===== config.mk =====
export PLATFORM = sky130hd
export DESIGN_NAME = hs_cmd_engine
export DESIGN_NICKNAME = d
export VERILOG_FILES = /design/src/rtl/hs_pkg.sv /design/src/rtl/hs_len_lut.sv /design/src/rtl/hs_byte_buf.sv /design/src/rtl/hs_cmd_engine.sv
export SDC_FILE = /design/constraint.sdc
export NUM_CORES = 1
export LEC_CHECK = 0
export ABC_CLOCK_PERIOD_IN_PS = 6400
export CAP_MARGIN = 20
export CELL_PAD_IN_SITES_DETAIL_PLACEMENT = 1
export CELL_PAD_IN_SITES_GLOBAL_PLACEMENT = 2
export CORE_MARGIN = 2
export CORE_UTILIZATION = 46
export DETAILED_ROUTE_END_ITERATION = 12
export PLACE_DENSITY_LB_ADDON = 0.3
export SLEW_MARGIN = 10
export SYNTH_ARGS = -nofsm -noshare
export SYNTH_HDL_FRONTEND = slang
export SYNTH_SLANG_ARGS = --single-unit

===== constraint.sdc =====
create_clock -name clk -period 6.4 [get_ports clk]
set_clock_uncertainty 0.2 [all_clocks]
set_input_delay 0.64 -clock clk [delete_from_list [all_inputs] [get_ports clk]]
set_output_delay 0.64 -clock clk [all_outputs]
set_load 0.02 [all_outputs]

===== src/rtl/hs_pkg.sv =====
`timescale 1ns/1ps
package hs_pkg;
   localparam int ACK_BIT = 3;
   localparam int REQ_BIT = 4;
   localparam logic [7:0] LEN_VAR = 8'hFF;
   localparam logic [7:0] PB_IDLE = 8'h18;

   typedef struct packed {
      logic       cvar;
      logic [7:0] clen;
      logic       rvar;
      logic [7:0] rlen;
      logic       exec;
   } lens_t;

   typedef enum logic [1:0] {
      ST_IDLE = 2'd0,
      ST_CMD  = 2'd1,
      ST_WAIT = 2'd2,
      ST_RSP  = 2'd3
   } st_e;
endpackage


===== src/rtl/hs_len_lut.sv =====
`timescale 1ns/1ps
module hs_len_lut
   import hs_pkg::*;
#(
   parameter int             N        = 6,
   parameter logic [N*8-1:0] CODES    = '0,
   parameter logic [N*8-1:0] CLENS    = '0,
   parameter logic [N*8-1:0] RLENS    = '0,
   parameter logic [N-1:0]   EXEC     = '0,
   parameter logic [7:0]     UNK_CLEN = 8'h00,
   parameter logic [7:0]     UNK_RLEN = 8'h01
) (
   input  logic [7:0] code,
   output lens_t      lens
);
   if (N < 1 || N > 64) begin : g_bad_n
      $error("hs_len_lut: N out of range");
   end

   logic [N-1:0] hit;

   for (genvar i = 0; i < N; i++) begin : g_match
      assign hit[i] = (code == CODES[i*8 +: 8]);
   end

   always_comb begin
      lens.cvar = (UNK_CLEN == LEN_VAR);
      lens.clen = UNK_CLEN;
      lens.rvar = (UNK_RLEN == LEN_VAR);
      lens.rlen = UNK_RLEN;
      lens.exec = 1'b0;
      for (int i = N - 1; i >= 0; i--) begin
         if (hit[i]) begin
            lens.cvar = (CLENS[i*8 +: 8] == LEN_VAR);
            lens.clen = CLENS[i*8 +: 8];
            lens.rvar = (RLENS[i*8 +: 8] == LEN_VAR);
            lens.rlen = RLENS[i*8 +: 8];
            lens.exec = EXEC[i];
         end
      end
   end
endmodule


===== src/rtl/hs_byte_buf.sv =====
`timescale 1ns/1ps
module hs_byte_buf #(
   parameter int DEPTH = 32
) (
   input  logic       clk,
   input  logic       rst_n,
   input  logic       we,
   input  logic [7:0] widx,
   input  logic [7:0] wdata,
   input  logic [7:0] ridx,
   output logic [7:0] rdata
);
   if (DEPTH < 2 || DEPTH > 128) begin : g_bad_depth
      $error("hs_byte_buf: DEPTH out of range");
   end

   logic [7:0] mem [DEPTH];

   for (genvar i = 0; i < DEPTH; i++) begin : g_ent
      always_ff @(posedge clk or negedge rst_n) begin
         if (!rst_n) begin
            mem[i] <= 8'h00;
         end else if (we && widx == 8'(i)) begin
            mem[i] <= wdata;
         end
      end
   end

   always_comb begin
      rdata = 8'h00;
      for (int i = 0; i < DEPTH; i++) begin
         if (ridx == 8'(i)) rdata = mem[i];
      end
   end
endmodule


===== src/rtl/hs_cmd_engine.sv =====
`timescale 1ns/1ps
module hs_cmd_engine
   import hs_pkg::*;
#(
   parameter int                 BUF_DEPTH = 32,
   parameter int                 TBL_N     = 6,
   parameter logic [TBL_N*8-1:0] TBL_CODE  = {8'h41, 8'h40, 8'h38, 8'h20, 8'h10, 8'h78},
   parameter logic [TBL_N*8-1:0] TBL_CLEN  = {8'hFF, 8'h02, 8'h00, 8'hFF, 8'h01, 8'h00},
   parameter logic [TBL_N*8-1:0] TBL_RLEN  = {8'hFF, 8'h03, 8'h04, 8'hFF, 8'h00, 8'hFF},
   parameter logic [TBL_N-1:0]   TBL_EXEC  = 6'b001111,
   parameter logic [7:0]         UNK_CLEN  = 8'h00,
   parameter logic [7:0]         UNK_RLEN  = 8'h01
) (
   input  logic       clk,
   input  logic       rst_n,
   input  logic       pb_we,
   input  logic [7:0] pb_wdata,
   output logic [7:0] pb_rdata,
   input  logic       sr_dir,
   input  logic [7:0] sr_in,
   output logic [7:0] sr_out,
   output logic       sr_done,
   output logic       cmd_go,
   output logic [7:0] cmd_code,
   output logic [7:0] cmd_arg_cnt,
   input  logic [7:0] arg_rd_idx,
   output logic [7:0] arg_rd_data,
   input  logic       rsp_we,
   input  logic [7:0] rsp_wr_idx,
   input  logic [7:0] rsp_wr_data,
   input  logic       exec_done,
   input  logic [7:0] exec_rsp_len
);
   st_e        state_q, state_d;
   logic [7:0] pb_q, pb_d, last_q, last_d;
   logic [7:0] cmd_q, cmd_d, clen_q, clen_d, rlen_q, rlen_d;
   logic [7:0] arg_cnt_q, arg_cnt_d, rsp_pos_q, rsp_pos_d;
   logic [7:0] rsp_sz_q, rsp_sz_d, sr_out_q, sr_out_d;
   logic       cvar_q, cvar_d, rvar_q, rvar_d, exec_q, exec_d;
   logic       done_q, done_d, go_q, go_d;
   logic       req_ok, arg_we;
   logic [1:0] hs;
   logic [7:0] rsp_rd, rsp_byte;
   lens_t      lk;

   hs_len_lut #(
      .N(TBL_N), .CODES(TBL_CODE), .CLENS(TBL_CLEN), .RLENS(TBL_RLEN),
      .EXEC(TBL_EXEC), .UNK_CLEN(UNK_CLEN), .UNK_RLEN(UNK_RLEN)
   ) u_lut (
      .code(sr_in),
      .lens(lk)
   );

   hs_byte_buf #(.DEPTH(BUF_DEPTH)) u_arg_buf (
      .clk(clk), .rst_n(rst_n),
      .we(arg_we), .widx(arg_cnt_q), .wdata(sr_in),
      .ridx(arg_rd_idx), .rdata(arg_rd_data)
   );

   hs_byte_buf #(.DEPTH(BUF_DEPTH)) u_rsp_buf (
      .clk(clk), .rst_n(rst_n),
      .we(rsp_we), .widx(rsp_wr_idx), .wdata(rsp_wr_data),
      .ridx(rsp_pos_q), .rdata(rsp_rd)
   );

   assign rsp_byte = (rsp_pos_q < rsp_sz_q) ? rsp_rd : 8'h00;
   assign hs       = {pb_q[REQ_BIT], pb_q[ACK_BIT]};

   always_comb begin
      state_d   = state_q;
      pb_d      = pb_q;
      last_d    = last_q;
      cmd_d     = cmd_q;
      clen_d    = clen_q;
      rlen_d    = rlen_q;
      cvar_d    = cvar_q;
      rvar_d    = rvar_q;
      exec_d    = exec_q;
      arg_cnt_d = arg_cnt_q;
      rsp_pos_d = rsp_pos_q;
      rsp_sz_d  = rsp_sz_q;
      sr_out_d  = sr_out_q;
      done_d    = 1'b0;
      go_d      = 1'b0;
      req_ok    = 1'b0;
      arg_we    = 1'b0;

      // executor completion
      if (state_q == ST_WAIT && exec_done) begin
         rsp_sz_d = exec_rsp_len;
         state_d  = ST_RSP;
      end

      // handshake decode on change
      if (pb_q != last_q) begin
         case (hs)
            2'b10: begin
               pb_d[ACK_BIT] = 1'b1;
               last_d        = pb_d;
            end
            2'b01: begin
               if (state_q != ST_WAIT) begin
                  pb_d[ACK_BIT] = 1'b0;
                  last_d        = pb_d;
                  req_ok        = 1'b1;
               end
            end
            default: last_d = pb_q;
         endcase
      end

      if (req_ok) begin
         case (state_q)
            ST_IDLE: if (sr_dir) begin
               cmd_d     = sr_in;
               cvar_d    = lk.cvar;
               clen_d    = lk.clen;
               rvar_d    = lk.rvar;
               rlen_d    = lk.rlen;
               exec_d    = lk.exec;
               arg_cnt_d = 8'h00;
               rsp_pos_d = 8'h00;
               state_d   = ST_CMD;
               done_d    = 1'b1;
            end
            ST_CMD: if (sr_dir) begin
               if (cvar_q) begin
                  clen_d = sr_in;
                  cvar_d = 1'b0;
               end else begin
                  arg_we    = 1'b1;
                  arg_cnt_d = arg_cnt_q + 8'd1;
               end
               done_d = 1'b1;
            end
            ST_RSP: if (!sr_dir) begin
               if (rvar_q) begin
                  sr_out_d = rsp_sz_q;
                  rlen_d   = rsp_sz_q;
                  rvar_d   = 1'b0;
               end else if (rsp_pos_q < rlen_q) begin
                  sr_out_d  = rsp_byte;
                  rsp_pos_d = rsp_pos_q + 8'd1;
               end
               done_d = 1'b1;
            end
            default: ;
         endcase
      end

      // argument reception complete
      if (state_d == ST_CMD && !cvar_d && clen_d == arg_cnt_d) begin
         if (exec_d) begin
            go_d    = 1'b1;
            state_d = ST_WAIT;
         end else begin
            rsp_sz_d = 8'h00;
            state_d  = ST_RSP;
         end
      end

      // response complete
      if (state_d == ST_RSP && !rvar_d && rlen_d == rsp_pos_d) begin
         state_d = ST_IDLE;
      end
   end

   always_ff @(posedge clk or negedge rst_n) begin
      if (!rst_n) begin
         state_q   <= ST_IDLE;
         pb_q      <= PB_IDLE;
         last_q    <= PB_IDLE;
         cmd_q     <= 8'h00;
         clen_q    <= 8'h00;
         rlen_q    <= 8'h00;
         cvar_q    <= 1'b0;
         rvar_q    <= 1'b0;
         exec_q    <= 1'b0;
         arg_cnt_q <= 8'h00;
         rsp_pos_q <= 8'h00;
         rsp_sz_q  <= 8'h00;
         sr_out_q  <= 8'h00;
         done_q    <= 1'b0;
         go_q      <= 1'b0;
      end else begin
         state_q   <= state_d;
         pb_q      <= pb_we ? pb_wdata : pb_d;
         last_q    <= last_d;
         cmd_q     <= cmd_d;
         clen_q    <= clen_d;
         rlen_q    <= rlen_d;
         cvar_q    <= cvar_d;
         rvar_q    <= rvar_d;
         exec_q    <= exec_d;
         arg_cnt_q <= arg_cnt_d;
         rsp_pos_q <= rsp_pos_d;
         rsp_sz_q  <= rsp_sz_d;
         sr_out_q  <= sr_out_d;
         done_q    <= done_d;
         go_q      <= go_d;
      end
   end

   assign pb_rdata    = pb_q;
   assign sr_out      = sr_out_q;
   assign sr_done     = done_q;
   assign cmd_go      = go_q;
   assign cmd_code    = cmd_q;
   assign cmd_arg_cnt = arg_cnt_q;
endmodule


==> run metrics <==
outcome complete, no violations; synthesized flop and latch total 591; Req. time, crit path 5.56 ns; IO Pins 96; via count 22700; critical-path maximum fanout 15; VDD IR max 0.000217 V; Leak 15.7 nW; Die Ht 259 um; register clock-pin slew on the reported worst setup and hold paths 0.06 ns; first-pass GRT wire length 154000 um; total track usage 29.8%; RSZ-0062 raised after global routing false; antenna violations before repair 0; placed cells 3477; H-Tree Depth 3; Pwr Total 11.8 mW; netlist area before placement 29900 sq um; maxcap violations 0; Post CTS Setup Buffer Count 0; f_max 198 MHz; Vias/cell 6.31; initial core utilization 46.4%; width of the die 259 um; RR Endpoint sr_out[4]$_DFFE_PN0P_; Post-synth top cells dfrtp_1 (587), mux2_2 (535), nand2_1 (193); CTS Buffer Depth 3; CP Class in2out; CP endpoint kind output pin; latest clock arrival within the worst-skew pair 0.61 ns; input/output buffers 95; worst slack at placement 1.36 ns; HP Class reg2reg; Worst path top cell family by delay simple AND/OR/NAND/NOR gates; PD cells 346 nW/um^2; Worst Tran Pin Value 1.09 ns; reg2reg start rsp_pos_q[1]$_DFF_PN0_; Finished Layout Cells 3604; DR iter-0 viols 1716; Worst setup SP type input port; Gate Count Post-Synth 2652; Crit path arrival time 4.22 ns; Cell variety after synth 94; final hold violations 0; CP max stage delay 0.63 ns; share of post-route cells with drive strength above 1 27.5%; design area 34000 sq um; Final Util 52.9%; CTS Buf Count 70; Hold Path End sr_out[7]$_DFFE_PN0P_; fin crit share 79.1%; nets 2777; Synth Flop Type dfrtp_1; Avg Inst Size Synth 11.3 sq um; Ant. Diodes 0; R2R Setup Slk 1.95 ns; clk sinks 591; Post-synth EDFFs 0; share of the synthesized area in the top cell type 49.2%; dpl hpwl 66800 um; die area 67000 sq um; ys async rst share 100%; Overflow after GRT 0; fin worst setup slack 1.34 ns; CTS tree yes; Worst Path Buf+Inv 2; synthesis-to-finish area growth 13.9%; drt total wl 99300 um; DR WL/cell 27.5 um; crit path cell chain clkdlybuf4s50_1, nor2_1, and3_1, and2_1, a32oi_1, o22ai_1, a221oi_1, o21ai_0, a221oi_1, o21ai_0, clkdlybuf4s50_1; worst hold start sr_out[7]$_DFFE_PN0P_; most common cell in the netlist dfrtp_1; placed cell area 31600 sq um; largest net degree at the start of global routing 196; Finish-stage setup viols 0; slowest library cell on the worst path clkdlybuf4s50_1; Hold Slack 0.299 ns; Reg2Reg Depth 12; router iterations before antenna repair 5; drt drc 0; Cell Rows 93; Core Box Area 64300 sq um; Rel. slew slack 26.7%; Root Driver clkbuf_16; cell taking the most area after synthesis dfrtp_1; Hold Path Depth 2; # fillers 6716; Setup TNS Final 0 ns; Post-Syn Nets 2734; RePlAce Congestion 0.912; Ys Warns 0; sequential element share of the synthesized area 49.5%; shortest period the worst path allows 5.06 ns; number of global-route vias before repair 24600; largest cells by area after synthesis dfrtp_1 (49%), mux2_2 (20%), nand2_1 (2.4%), a21oi_1 (2.3%), nor2_1 (2.1%); DRT antenna net count 0; final slew viol count 0
[state kept, by name (all words and copies together) (netlist names)]
signal	cells
rlen_q	8
rvar_q	1
rsp_pos_q	8
u_arg_buf.mem	256
u_rsp_buf.mem	256
sr_done	1
rsp_sz_q	8
clen_q	8
exec_q	1
cmd_go	1
last_q	8
state_q	2
cvar_q	1
cmd_code	8
cmd_arg_cnt	8
pb_rdata	8
sr_out	8
[layout by cell type (no fill, tap or decap), types with 22 or more instances in the layout]
cell type          n
nor3_1            36
inv_1             49
mux2_2           535
ha_1              26
o221ai_1          30
nor2_1           171
mux2i_1           42
clkbuf_16         73
a21oi_1          136
o21ai_0          110
dfrtp_1          587
nand2_1          193
nand3_1           60
and3_1            22
clkdlybuf4s50_1   84
buf_4             45
o22ai_1           59
[layout make-up]
cell class / instances / area [sq um] / area share (%)
clock inverters: 26 / 359 / 1.06
repair buffers: 143 / 1290 / 3.80
multi-input cells: 1836 / 14200 / 41.8
clock buffers: 100 / 2090 / 6.14
flip-flops and latches: 591 / 14800 / 43.5
inverters: 53 / 199 / 0.585
well taps: 855 / 1070 / 3.15
[worst reg2reg max path, cell delays in order (launching register included)]
cell and delay (ns):
dfrtp_1 0.50, inv_1 0.13, ha_1 0.20, buf_4 0.26, nor2b_1 0.66, a221o_1 0.26, a22oi_1 0.08, o22ai_1 0.14
o21ai_0 0.19, a211oi_1 0.69, o21ai_0 0.38, a211oi_1 0.48, a2bb2oi_1 0.21
[kinds of logic (layout without fill, tap and decap cells)]
| logic type | after synthesis | in the layout | share of synthesized area [%] |
|---|---|---|---|
| fa+ha+maj | 28 | 28 | 1.17 |
| flops | 591 | 591 | 49.5 |
| mux | 592 | 592 | 22.7 |
| compound gates | 580 | 580 | 13.1 |
| buf+inv | 225 | 322 | 2.97 |
| simple gates | 611 | 611 | 9.75 |
| xor+xnor | 25 | 25 | 0.733 |
[layer usage]
metal,track usage [%],part of all wire [%],vias up
met4,10.1,3.2,0
met1,38.6,43,12100
met2,51.7,50,590
met5,0,0,-
li1,-,-,9907
met3,3.68,3.7,183
[how the worst max path moves through the flow]
stage          depth (start not counted)          start              to
4_1_cts                               11  arg_rd_idx[5]  arg_rd_data[7]
3_3_place_gp                          11  arg_rd_idx[5]  arg_rd_data[7]
5_1_grt                               11  arg_rd_idx[5]  arg_rd_data[7]
2_1_floorplan                         10  arg_rd_idx[0]  arg_rd_data[3]
6_report                              11  arg_rd_idx[5]  arg_rd_data[7]
3_5_place_dp                          11  arg_rd_idx[5]  arg_rd_data[7]
[what timing repair did]
action                                  in CTS  in global routing
endpoints found under the setup margin       0                  0
hold buffers                                 1                  0
gates resized for setup                      0                  0
endpoints found under the hold margin       86                  0
[where the power goes]
group | switching (mW) | internal, mW | total (mW) | leakage (nW)
clock network | 1.63 | 2.60 | 4.23 | 1.20
registers | 0.408 | 4.19 | 4.59 | 8.03
logic | 1.83 | 1.10 | 2.94 | 6.50
total | 3.87 | 7.89 | 11.8 | 15.7
(Power assumes the default switching activity.)
